[src/rtl/plink_pkg.sv]
package plink_pkg;
  localparam int IDXW      = 5;
  localparam int CONN_BASE = 9;
  localparam int CONN_EPP  = 19;
  localparam int DISC_LEN  = 5;
  localparam int EPP_MODE  = 3;

  typedef enum logic [1:0] {ST_IDLE, ST_RUN, ST_REGW, ST_DONE} seq_st_e;
  typedef enum logic [1:0] {SRC_LIT, SRC_SDATA, SRC_SCTRL} val_src_e;

  typedef struct packed {
    logic     to_ctrl;
    val_src_e src;
    logic [7:0] lit;
  } step_t;
endpackage

[src/rtl/plink_step_rom.sv]
module plink_step_rom
  import plink_pkg::*;
(
  input  logic            is_disc,
  input  logic [IDXW-1:0] idx,
  output step_t           step
);
  function automatic step_t mk(input logic c, input val_src_e s, input logic [7:0] v);
    step_t r;
    r.to_ctrl = c;
    r.src     = s;
    r.lit     = v;
    return r;
  endfunction

  always_comb begin
    step = mk(1'b1, SRC_LIT, 8'h04);
    if (is_disc) begin
      case (idx)
        5'd0:    step = mk(1'b0, SRC_SDATA, 8'h00);
        5'd1:    step = mk(1'b1, SRC_LIT,   8'h01);
        5'd2:    step = mk(1'b1, SRC_LIT,   8'h04);
        5'd3:    step = mk(1'b0, SRC_SDATA, 8'h00);
        default: step = mk(1'b1, SRC_SCTRL, 8'h00);
      endcase
    end else begin
      case (idx)
        5'd0:    step = mk(1'b1, SRC_LIT, 8'h04);
        5'd1:    step = mk(1'b0, SRC_LIT, 8'hA0);
        5'd2:    step = mk(1'b0, SRC_LIT, 8'h50);
        5'd3:    step = mk(1'b0, SRC_LIT, 8'hC0);
        5'd4:    step = mk(1'b0, SRC_LIT, 8'h30);
        5'd5:    step = mk(1'b0, SRC_LIT, 8'hA0);
        5'd6:    step = mk(1'b0, SRC_LIT, 8'h00);
        5'd7:    step = mk(1'b1, SRC_LIT, 8'h01);
        5'd8:    step = mk(1'b1, SRC_LIT, 8'h04);
        5'd9:    step = mk(1'b0, SRC_LIT, 8'h0A);
        5'd10:   step = mk(1'b1, SRC_LIT, 8'h01);
        5'd11:   step = mk(1'b1, SRC_LIT, 8'h04);
        5'd12:   step = mk(1'b0, SRC_LIT, 8'h82);
        5'd13:   step = mk(1'b1, SRC_LIT, 8'h04);
        5'd14:   step = mk(1'b1, SRC_LIT, 8'h0C);
        5'd15:   step = mk(1'b1, SRC_LIT, 8'h04);
        5'd16:   step = mk(1'b1, SRC_LIT, 8'h24);
        5'd17:   step = mk(1'b1, SRC_LIT, 8'h26);
        default: step = mk(1'b1, SRC_LIT, 8'h04);
      endcase
    end
  end
endmodule

[src/rtl/plink_dwell.sv]
module plink_dwell #(
  parameter int W = 8
) (
  input  logic         clk,
  input  logic         rst_n,
  input  logic         load,
  input  logic         run,
  input  logic [W-1:0] lim_in,
  output logic         first,
  output logic         last
);
  logic [W-1:0] cnt;
  logic [W-1:0] lim;

  always_ff @(posedge clk or negedge rst_n) begin
    if (!rst_n) begin
      cnt <= '0;
      lim <= '0;
    end else if (load) begin
      cnt <= '0;
      lim <= lim_in;
    end else if (run) begin
      cnt <= (cnt == lim) ? '0 : cnt + 1'b1;
    end
  end

  assign first = (cnt == '0);
  assign last  = (cnt == lim);
endmodule

[src/rtl/plink_wake_seq.sv]
module plink_wake_seq
  import plink_pkg::*;
#(
  parameter int PW   = 8,
  parameter int DLYW = 8,
  parameter int AW   = 8,
  parameter logic [AW-1:0] CFG_ADDR = 8'h86,
  parameter logic [PW-1:0] CFG_VAL  = 8'h08
) (
  input  logic            clk,
  input  logic            rst_n,
  input  logic            conn_req,
  input  logic            disc_req,
  input  logic [2:0]      mode,
  input  logic [DLYW-1:0] step_dly,
  input  logic [PW-1:0]   data_in,
  input  logic [PW-1:0]   ctrl_in,
  output logic [PW-1:0]   data_out,
  output logic            data_stb,
  output logic [PW-1:0]   ctrl_out,
  output logic            ctrl_stb,
  output logic            reg_wr_valid,
  input  logic            reg_wr_ready,
  output logic [AW-1:0]   reg_wr_addr,
  output logic [PW-1:0]   reg_wr_data,
  output logic            busy,
  output logic            done
);
  localparam logic [IDXW-1:0] LAST_BASE = IDXW'(CONN_BASE - 1);
  localparam logic [IDXW-1:0] LAST_EPP  = IDXW'(CONN_EPP - 1);
  localparam logic [IDXW-1:0] LAST_DISC = IDXW'(DISC_LEN - 1);
  localparam logic [PW-1:0]   CTRL_RST  = PW'(8'h04);

  seq_st_e         st;
  logic            is_disc, epp, pend;
  logic [IDXW-1:0] idx, last_idx;
  logic [PW-1:0]   sav_d, sav_c, step_val;
  logic            start_conn, start_disc, d_first, d_last;
  step_t           step;

  assign start_conn = (st == ST_IDLE) && conn_req;
  assign start_disc = ((st == ST_IDLE) && !conn_req && disc_req) ||
                      ((st == ST_DONE) && !is_disc && (pend || disc_req));
  assign last_idx   = is_disc ? LAST_DISC : (epp ? LAST_EPP : LAST_BASE);

  plink_step_rom u_rom (.is_disc(is_disc), .idx(idx), .step(step));

  plink_dwell #(.W(DLYW)) u_dwell (
    .clk(clk), .rst_n(rst_n),
    .load(start_conn || start_disc),
    .run(st == ST_RUN),
    .lim_in(step_dly),
    .first(d_first), .last(d_last)
  );

  always_comb begin
    case (step.src)
      SRC_SDATA: step_val = sav_d;
      SRC_SCTRL: step_val = sav_c;
      default:   step_val = PW'(step.lit);
    endcase
  end

  always_ff @(posedge clk or negedge rst_n) begin
    if (!rst_n) begin
      st       <= ST_IDLE;
      is_disc  <= 1'b0;
      epp      <= 1'b0;
      pend     <= 1'b0;
      idx      <= '0;
      sav_d    <= '0;
      sav_c    <= '0;
      data_out <= '0;
      ctrl_out <= CTRL_RST;
      data_stb <= 1'b0;
      ctrl_stb <= 1'b0;
    end else begin
      data_stb <= 1'b0;
      ctrl_stb <= 1'b0;
      if (start_conn) begin
        sav_d   <= data_in;
        sav_c   <= ctrl_in;
        epp     <= (mode >= 3'(EPP_MODE));
        is_disc <= 1'b0;
        pend    <= disc_req;
        idx     <= '0;
        st      <= ST_RUN;
      end else if (start_disc) begin
        is_disc <= 1'b1;
        pend    <= 1'b0;
        idx     <= '0;
        st      <= ST_RUN;
      end else begin
        if (!is_disc && disc_req && (st != ST_IDLE)) pend <= 1'b1;
        case (st)
          ST_RUN: begin
            if (d_first) begin
              if (step.to_ctrl) begin
                ctrl_out <= step_val;
                ctrl_stb <= 1'b1;
              end else begin
                data_out <= step_val;
                data_stb <= 1'b1;
              end
            end
            if (d_last) begin
              if (idx == last_idx) st <= is_disc ? ST_DONE : ST_REGW;
              else idx <= idx + 1'b1;
            end
          end
          ST_REGW: if (reg_wr_ready) st <= ST_DONE;
          ST_DONE: st <= ST_IDLE;
          default: st <= ST_IDLE;
        endcase
      end
    end
  end

  assign reg_wr_valid = (st == ST_REGW);
  assign reg_wr_addr  = CFG_ADDR;
  assign reg_wr_data  = CFG_VAL;
  assign busy         = (st != ST_IDLE);
  assign done         = (st == ST_DONE);
endmodule

[config.mk]
export PLATFORM = sky130hd
export DESIGN_NAME = plink_wake_seq
export DESIGN_NICKNAME = d
export VERILOG_FILES = /design/src/rtl/plink_pkg.sv /design/src/rtl/plink_step_rom.sv /design/src/rtl/plink_dwell.sv /design/src/rtl/plink_wake_seq.sv
export SDC_FILE = /design/constraint.sdc
export NUM_CORES = 1
export LEC_CHECK = 0
export BUFFER_PORTS_ARGS = -buffer_cell sky130_fd_sc_hd__buf_4
export CAP_MARGIN = 0
export CORE_MARGIN = 2
export CORE_UTILIZATION = 30
export DETAILED_ROUTE_END_ITERATION = 10
export PLACE_DENSITY_LB_ADDON = 0.3
export SYNTH_ARGS = -nofsm -noshare
export SYNTH_HDL_FRONTEND = slang
export SYNTH_HIERARCHICAL = 1
export SYNTH_SLANG_ARGS = --single-unit
export TNS_END_PERCENT = 100
[constraint.sdc]
create_clock -name clk -period 2.8 [get_ports clk]
set_clock_uncertainty 0.2 [all_clocks]
set_input_delay 0.56 -clock clk [delete_from_list [all_inputs] [get_ports clk]]
set_output_delay 0.56 -clock clk [all_outputs]
set_load 0.01 [all_outputs]
==> metrics.cfg, run 1 <==
[clock_tree]
cts_hold_buf = 0
insertion_delay_ns = 0.33
htreeDepth = 3
cts_setup_buffers = 0
cts_tree = built
cts_buffer_depth = 2
path_clk_slew_ns = 0.06
cts_sinks = 60
cts-root-buf = clkbuf_16
cts-buffers-inserted = 9

[drt]
wl_um = 8260
vias_per_cell = 4.91
drtPass1Iterations = 4
vias = 2701
drt_iter0_drc = 106
drc_errors = 0
ant_nets = 0
routedWlPerCell_um = 15.0

[floorplanning]
coreArea_um2 = 11900
initial_utilization_pct = 30.4
fp-row-count = 40
pin_count = 69
dieArea_um2 = 12900
die_w_um = 114
die_y_um = 114

[layout]
stdcell_area_um2 = 4400
fin_cells = 550
diodes = 0
fin_nets = 445
drive_gt1_share_pct = 33.7
final_cell_mix = buf_4, dfrtp_1, mux2_2, nand2_1
multi_input_area_um2 = 1880
regArea_um2 = 1500
syn2layout_area_growth_pct = 22.3
fill_cells = 1191
final_common_cell = buf_4

[setup_path]
critical_path_peak_fanout = 9
start_kind = flop
startpoint = idx[1]$_DFFE_PN0P_
r2r_start = idx[1]$_DFFE_PN0P_
r2r_slack_ns = 0.21
cp-end-kind = flop
r2r_cells = 9
critPathCapture = data_out[4]$_DFFE_PN0P_
required_ns = 2.81
rr_endpoint = data_out[4]$_DFFE_PN0P_
path_class = reg -> reg
crit_arrival_ns = 2.61

[placed_design]
dpl.hpwl_um = 5960
dp_cells = 536
io_buffers = 52
place_congestion = 0.888
dpl_cell_area_um2 = 4110

[yosys]
synth-simple-area-share_pct = 15.0
synth_compound_area_share_pct = 13.3
yosysTopAreaCell = dfrtp_1
synthCells = 342
avgSynthCellArea_um2 = 10.5
async_reset_ff_share_pct = 100
synth_ff_type = dfrtp_1
ys_seq_elements = 60
synthAdderAreaFrac_pct = 4.52
synth_top_area_share_pct = 41.0
yosys.cell_types.count = 60
synth_top_family_by_area = simple AND/OR/NAND/NOR gates
synthXorXnorAreaFrac_pct = 3.54
synth_area_um2 = 3600
yosysWarnings = 6
synth.area.top_cells = dfrtp_1, mux2_2, ha_1
synth_edf_count = 0
synth_mux_area_share_pct = 14.2
ys_seq_area_share_pct = 41.7

[outcome]
outcome = finished, final reports clean

[grt]
grt_pass1_wl_um = 13900
grt_max_degree = 61
antenna_found_initial = 0
grt_overflow = 0
grt_pass1_vias = 2761
grt_usage_pct = 13.8

[pwr]
vdd_drop_max_uv = 623
leakagePower_nw = 2.00
power_density_nw_per_um2 = 1010

[timing]
fin_crit_sh_pct = 92.6
setup_violations = 0
finalMaxSlewViolations = 0
max_freq_mhz = 386
worstMarginPinSlew_ns = 0.800
max_slew_margin_pct = 46.7
finalCriticalPeriod_ns = 2.59
hold_violations = 0

[worst_hold_path]
min-delay-path-class = in -> async

[run]
drv_cap = 0

-- worst min-delay path by stage --
stage,from,cells past startpoint,to
2_1_floorplan,rst_n,0,ctrl_out[0]$_DFFE_PN0P_
3_3_place_gp,ctrl_out[0]$_DFFE_PN0P_,1,ctrl_out[0]$_DFFE_PN0P_
3_5_place_dp,sav_c[3]$_DFFE_PN0P_,1,sav_c[3]$_DFFE_PN0P_
4_1_cts,rst_n,1,st[0]$_DFFE_PN0P_
5_1_grt,rst_n,1,idx[3]$_DFFE_PN0P_
6_report,rst_n,1,st[1]$_DFFE_PN0P_
-- report_power, final --
part	internal (W)	switching (W)
logic	0.000907	0.000932
clock network	0.000725	0.000376
registers	0.00122	0.000295
total	0.00285	0.00160
-- metrics by stage --
step	worst slack [ns]	hold slack (ns)	util, %	power, W	TNS [ns]
floorplan	0.207	0.0644	-	0.00278	0
global placement	0.204	0.291	34.6	0.00335	0
detailed placement	0.176	0.298	34.6	0.00339	0
CTS	0.159	0.163	37.1	0.00452	0
global route	-0.0170	0.206	37.1	0.00477	-0.0312
finish	0.207	0.0987	37.1	0.00445	0
-- sequential cells by signal (all words and copies together), names as in the netlist --
| signal | flops |
|---|---|
| u_dwell/lim | 8 |
| is_disc | 1 |
| u_dwell/cnt | 8 |
| sav_d | 8 |
| sav_c | 8 |
| idx | 5 |
| st | 2 |
| ctrl_stb | 1 |
| ctrl_out | 8 |
| pend | 1 |
| data_out | 8 |
| data_stb | 1 |
| epp | 1 |
-- worst max-delay path: stages (launching register included) --
cell,delay (ns)
dfrtp_1,0.44
inv_1,0.13
ha_1,0.26
o21ai_0,0.18
nor4_2,0.17
a311oi_1,0.07
buf_4,0.17
nor4b_4,0.26
buf_4,0.23
mux2_2,0.36
-- kinds of logic after synthesis --
group / Yosys count
AND/OR/NAND/NOR: 96
AO/OA/AOI/OAI: 66
flip-flops: 60
buffers and inverters: 47
multiplexers: 46
adder cells (fa/ha/maj): 13
XOR/XNOR: 12
other: 2
-- layer usage --
metal / vias to the layer above / global-route usage (%) / share of wire [%]
met5: - / 0 / 0
met4: 0 / 5.37 / 2.1
met3: 13 / 3.77 / 4.0
met2: 66 / 23.4 / 49
met1: 1318 / 16.6 / 44
li1: 1304 / - / -
-- area by class of cell --
cell class,count,share of cell area [%]
Clock inverter,2,0.795
Timing Repair Buffer,64,10.9
Sequential cell,60,34.1
Clock buffer,12,5.82
Multi-Input combinational cell,249,42.8
Inverter,16,1.36
Tap cell,147,4.18
-- Yosys cell counts, drive strengths merged, types with 7 or more instances --
cell type and number:
nand3 11, nand4 8, xnor2 9, mux2 40, ha 13, a21oi 10, dfrtp 59, clkbuf 8
o21ai 18, inv 16, nand2 29, buf 23, a22oi 8, nor2 14, nand2b 8, nor3 7
-- timing repair --
item,4_1_cts,5_1_grt
resized for setup,0,2
endpoints found under the setup margin,0,15
endpoints found under the hold margin,0,0
Note: power is estimated with default switching activity, not from simulation.
==> inputs of run 2 (changes only) <==
CTS_BUF_LIST = sky130_fd_sc_hd__clkbuf_8   (was unset)
==> metrics.cfg, run 2 (synthesized netlist as in run 1, its figures left out) <==
[outcome]
outcome = finished, final reports clean  ; unchanged

[clock_tree]
cts_sinks = 60  ; unchanged
cts_setup_buffers = 0  ; unchanged
cts-root-buf = clkbuf_8  ; was clkbuf_16
cts-buffers-inserted = 9  ; unchanged
cts_tree = built  ; unchanged
path_clk_slew_ns = 0.07  ; was 0.06 ns
insertion_delay_ns = 0.35  ; was 0.33 ns
cts_buffer_depth = 2  ; unchanged
htreeDepth = 3  ; unchanged

[drt]
wl_um = 8230  ; was 8260 um
routedWlPerCell_um = 15.0  ; about the same
drtPass1Iterations = 4  ; unchanged
vias_per_cell = 4.91  ; about the same
drt_iter0_drc = 161  ; was 106
vias = 2700  ; was 2701
ant_nets = 0  ; unchanged
drc_errors = 0  ; unchanged

[timing]
fin_crit_sh_pct = 93.4  ; was 92.6%
max_freq_mhz = 382  ; was 386 MHz
fin_ws_ns = 0.183  ; was 0.207 ns
worstMarginPinSlew_ns = 0.801  ; was 0.800 ns
setup_violations = 0  ; unchanged
finalMaxSlewViolations = 0  ; unchanged
hold_violations = 0  ; unchanged
finalCriticalPeriod_ns = 2.62  ; was 2.59 ns
fin_setup_tns_ns = 0  ; unchanged
max_slew_margin_pct = 46.6  ; was 46.7%

[pwr]
power_density_nw_per_um2 = 961  ; was 1010 nW/um^2
vdd_drop_max_uv = 427  ; was 623 uV
total_power_w = 0.00413  ; was 0.00445 W
leakagePower_nw = 1.95  ; was 2.00 nW

[floorplanning]
coreArea_um2 = 11900  ; unchanged
dieArea_um2 = 12900  ; unchanged
die_y_um = 114  ; unchanged
pin_count = 69  ; unchanged
die_w_um = 114  ; unchanged
initial_utilization_pct = 30.4  ; unchanged
fp-row-count = 40  ; unchanged

[worst_hold_path]
min-delay-path-class = in -> async  ; unchanged

[layout]
final_util_pct = 36.3  ; was 37.1%
drive_gt1_share_pct = 33.7  ; unchanged
final_common_cell = buf_4  ; unchanged
syn2layout_area_growth_pct = 19.5  ; was 22.3%
stdcell_area_um2 = 4300  ; was 4400 um^2
fin_nets = 445  ; unchanged
diodes = 0  ; unchanged
final_cell_mix = buf_4, dfrtp_1, mux2_2, nand2_1, inv_1  ; was buf_4, dfrtp_1, mux2_2, nand2_1

[placed_design]
place_congestion = 0.888  ; unchanged
dpl_cell_area_um2 = 4110  ; unchanged
place_ws_ns = 0.176  ; unchanged
io_buffers = 52  ; unchanged
dpl.hpwl_um = 5960  ; unchanged

[setup_path]
required_ns = 2.83  ; was 2.81 ns
critical_path_peak_fanout = 9  ; unchanged
start_kind = flop  ; unchanged
path_class = reg -> reg  ; unchanged
crit_arrival_ns = 2.64  ; was 2.61 ns
cp-end-kind = flop  ; unchanged

[run]
drv_cap = 0  ; unchanged

[grt]
antenna_found_initial = 0  ; unchanged
grt_max_degree = 61  ; unchanged
grt_usage_pct = 13.7  ; was 13.8%
grt_pass1_wl_um = 13900  ; about the same
grt_pass1_vias = 2764  ; was 2761
grt_overflow = 0  ; unchanged

==> run 2: repair_timing <==
| item | 4_1_cts | 5_1_grt |
|---|---|---|
| setup endpoints to repair | 0 | 15 |
| gates resized for setup | 0 | 2 |
| hold buffers | 0 | 0 |
==> run 2: cell type report <==
| class | count | area (um^2) |
|---|---|---|
| tap | 147 | 184 |
| inverter | 16 | 60.1 |
| multi-input combinational | 249 | 1880 |
| clock buffer | 11 | 151 |
| timing repair buffer | 64 | 480 |
| sequential | 60 | 1500 |
| fill | 1207 | 7560 |
| clock inverter | 3 | 38.8 |
==> run 2: through the flow <==
stage,instances,hold slack [ns]
2_1_floorplan,356,0.0644
3_3_place_gp,536,0.291
3_5_place_dp,536,0.298
4_1_cts,550,0.134
5_1_grt,550,0.174
6_report,550,0.0715
==> run 2: report_power, final <==
group / switching, W / internal [W] / total [W]
clock network: 0.000339 / 0.000445 / 0.000784
registers: 0.000296 / 0.00122 / 0.00151
logic: 0.000932 / 0.000907 / 0.00184
==> run 2: worst paths after layout <==
kind	end	cells past startpoint	slack, ns	startpoint
worst min-delay path	st[1]$_DFFE_PN0P_	1	0.07	rst_n
worst min register to register	ctrl_out[0]$_DFFE_PN0P_	1	0.31	ctrl_out[0]$_DFFE_PN0P_
max in group asynchronous	u_dwell/cnt[6]$_DFFE_PN0P_	1	1.76	rst_n
worst max register to register	data_out[4]$_DFFE_PN0P_	9	0.18	idx[1]$_DFFE_PN0P_
worst max-delay path	data_out[4]$_DFFE_PN0P_	9	0.18	idx[1]$_DFFE_PN0P_
min in group clk	sav_d[7]$_DFFE_PN0P_	2	0.25	data_in[7]
==> run 2: metal layers <==
layer	track usage, %	share of wire [%]	vias to the layer above	wire (um)
met5	0	0	-	0
li1	-	-	1303	-
met2	23.1	49	62	4030
met3	3.77	3.9	13	318
met1	16.7	45	1322	3710
met4	5.12	2.0	0	167
==> run 2: worst max-delay path, cell delays in order (launching register included) <==
cell and delay (ns):
dfrtp_1 0.45, inv_1 0.14, ha_1 0.27, o21ai_0 0.18, nor4_2 0.17, a311oi_1 0.07, buf_4 0.17, nor4b_4 0.26
buf_4 0.23, mux2_2 0.35
==> inputs of run 3 (changes only) <==
CORE_UTILIZATION = 55   (was 30)
==> metrics.cfg, run 3 (synthesized netlist as in run 1, its figures left out) <==
[placed_design]
io_buffers = 52  ; unchanged
dpl.hpwl_um = 5660  ; was 5960 um
place_congestion = 0.894  ; was 0.888

[layout]
drive_gt1_share_pct = 35.0  ; was 33.7%
fin_nets = 449  ; was 445
fill_cells = 471  ; was 1207
final_cell_mix = buf_4, dfrtp_1, mux2_2, nand2_1  ; was buf_4, dfrtp_1, mux2_2, nand2_1, inv_1
final_common_cell = buf_4  ; unchanged
diodes = 0  ; unchanged
syn2layout_area_growth_pct = 18.5  ; was 19.5%

[clock_tree]
path_clk_slew_ns = 0.07  ; about the same
htreeDepth = 3  ; unchanged
insertion_delay_ns = 0.35  ; about the same
cts_tree = built  ; unchanged
cts_buffer_depth = 2  ; unchanged
cts_setup_buffers = 0  ; unchanged
cts_sinks = 60  ; unchanged
cts-buffers-inserted = 9  ; unchanged
cts-root-buf = clkbuf_8  ; unchanged

[timing]
finalMaxSlewViolations = 0  ; unchanged
rsz0062_at_grt = no
fin_crit_sh_pct = 94.0  ; was 93.4%
setup_violations = 0  ; unchanged
finalCriticalPeriod_ns = 2.63  ; was 2.62 ns
worstMarginPinSlew_ns = 0.748  ; was 0.801 ns
max_freq_mhz = 380  ; was 382 MHz
fin_setup_tns_ns = 0  ; unchanged
hold_violations = 0  ; unchanged
max_slew_margin_pct = 50.1  ; was 46.6%

[outcome]
outcome = finished, final reports clean  ; unchanged

[floorplanning]
pin_count = 69  ; unchanged
die_y_um = 84.9  ; was 114 um
dieArea_um2 = 7210  ; was 12900 um^2
fp-row-count = 29  ; was 40
coreArea_um2 = 6350  ; was 11900 um^2
die_w_um = 84.9  ; was 114 um
initial_utilization_pct = 56.7  ; was 30.4%

[drt]
drc_errors = 0  ; unchanged
vias_per_cell = 5.66  ; was 4.91
drt_iter0_drc = 191  ; was 161
drtPass1Iterations = 4  ; unchanged
routedWlPerCell_um = 16.4  ; was 15.0 um
vias = 2753  ; was 2700
wl_um = 7950  ; was 8230 um
ant_nets = 0  ; unchanged

[setup_path]
crit_family = simple AND/OR/NAND/NOR gates  ; was buffers and inverters
startpoint = u_dwell/cnt[0]$_DFFE_PN0P_  ; was idx[1]$_DFFE_PN0P_
cp-end-kind = flop  ; unchanged
r2r_start = u_dwell/cnt[0]$_DFFE_PN0P_  ; was idx[1]$_DFFE_PN0P_
path_class = reg -> reg  ; unchanged
slowest_stage = dfrtp_1  ; unchanged
max_stage_delay_ns = 0.47  ; was 0.45 ns
crit_arrival_ns = 2.67  ; was 2.64 ns
critical_path_peak_fanout = 9  ; unchanged
path_buf_inv = 2  ; was 3
required_ns = 2.83  ; about the same
crit_chain = inv_1 > ha_1 > or4b_1 > nor4_2 > and2_1 > nor4b_4 > buf_4 > mux2_2  ; was inv_1 > ha_1 > o21ai_0 > nor4_2 > a311oi_1 > buf_4 > nor4b_4 > buf_4 > mux2_2
start_kind = flop  ; unchanged

[grt]
grt_overflow = 0  ; unchanged
antenna_found_initial = 0  ; unchanged
grt_usage_pct = 24.1  ; was 13.7%
grt_pass1_wl_um = 13700  ; was 13900 um
grt_pass1_vias = 2692  ; was 2764
grt_max_degree = 61  ; unchanged

[run]
drv_cap = 0  ; unchanged

[worst_hold_path]
min-delay-path-class = in -> async  ; unchanged

[pwr]
vdd_drop_max_uv = 652  ; was 427 uV
total_power_w = 0.00421  ; was 0.00413 W
power_density_nw_per_um2 = 987  ; was 961 nW/um^2
leakagePower_nw = 1.97  ; was 1.95 nW

run 3: cell types whose count changed in the layout (fill, tap and decap cells not counted), sizes merged:
cell / delta
buf: +4
clkbuf: -1
clkinv: +1
clkinvlp: +2
run 3: worst register-to-register path, stage by stage (launching register included):
cell and delay [ns]:
dfrtp_1 0.47, inv_1 0.09, ha_1 0.14, or4b_1 0.45
nor4_2 0.15, and2_1 0.23, nor4b_4 0.23, buf_4 0.23
mux2_2 0.35
run 3: final cells by class:
class | count | area, um^2 | area share (%)
Timing Repair Buffer | 68 | 510 | 12.0
Multi-Input combinational cell | 249 | 1890 | 44.3
Sequential cell | 60 | 1500 | 35.2
Clock inverter | 6 | 71.3 | 1.67
Tap cell | 77 | 96.3 | 2.26
Clock buffer | 10 | 138 | 3.22
Inverter | 16 | 60.1 | 1.41
run 3: metal layers:
layer  routed length, um  global-route usage [%]
met3                 408                    4.67
met4                 141                    11.4
met1                3440                    32.3
met5                   0                       0
met2                3970                    37.8
run 3: path summary, 6_finish.rpt:
| path | endpoint | slack, ns | depth (start not counted) |
|---|---|---|---|
| worst max register to register | data_out[3]$_DFFE_PN0P_ | 0.17 | 8 |
| worst min-delay path | st[1]$_DFFE_PN0P_ | 0.09 | 1 |
| worst max-delay path | data_out[3]$_DFFE_PN0P_ | 0.17 | 8 |
| min in group clk | u_dwell/lim[7]$_DFFE_PN0P_ | 0.24 | 2 |
| max in group asynchronous | u_dwell/cnt[0]$_DFFE_PN0P_ | 1.83 | 1 |
| worst min register to register | sav_d[1]$_DFFE_PN0P_ | 0.32 | 1 |
run 3: what timing repair did:
item	4_1_cts	5_1_grt
endpoints found under the hold margin	0	0
setup endpoints to repair	0	8
hold buffers	0	0
gates resized for setup	0	2
run 3: report_power, final:
part           internal (W)  switching, W  total (W)  leakage [nW]
Clock              0.000441      0.000377   0.000817        0.0991
Sequential          0.00121      0.000302    0.00152         0.759
Combinational      0.000935      0.000946    0.00188          1.12
Total               0.00259       0.00162    0.00421          1.97
run 3: through the flow:
step                      utilization (%)  cells  setup WS, ns  hold WS, ns  cell area (um^2)
final                                67.2    486         0.167       0.0852              4270
after detailed placement             63.8    470         0.153        0.297              4050
after CTS                            67.1    486         0.140        0.109              4260
after global routing                 67.2    486        0.0287        0.159              4270
after floorplan                         -    356         0.207       0.0644              3650
after global placement               63.8    470         0.122        0.298              4050
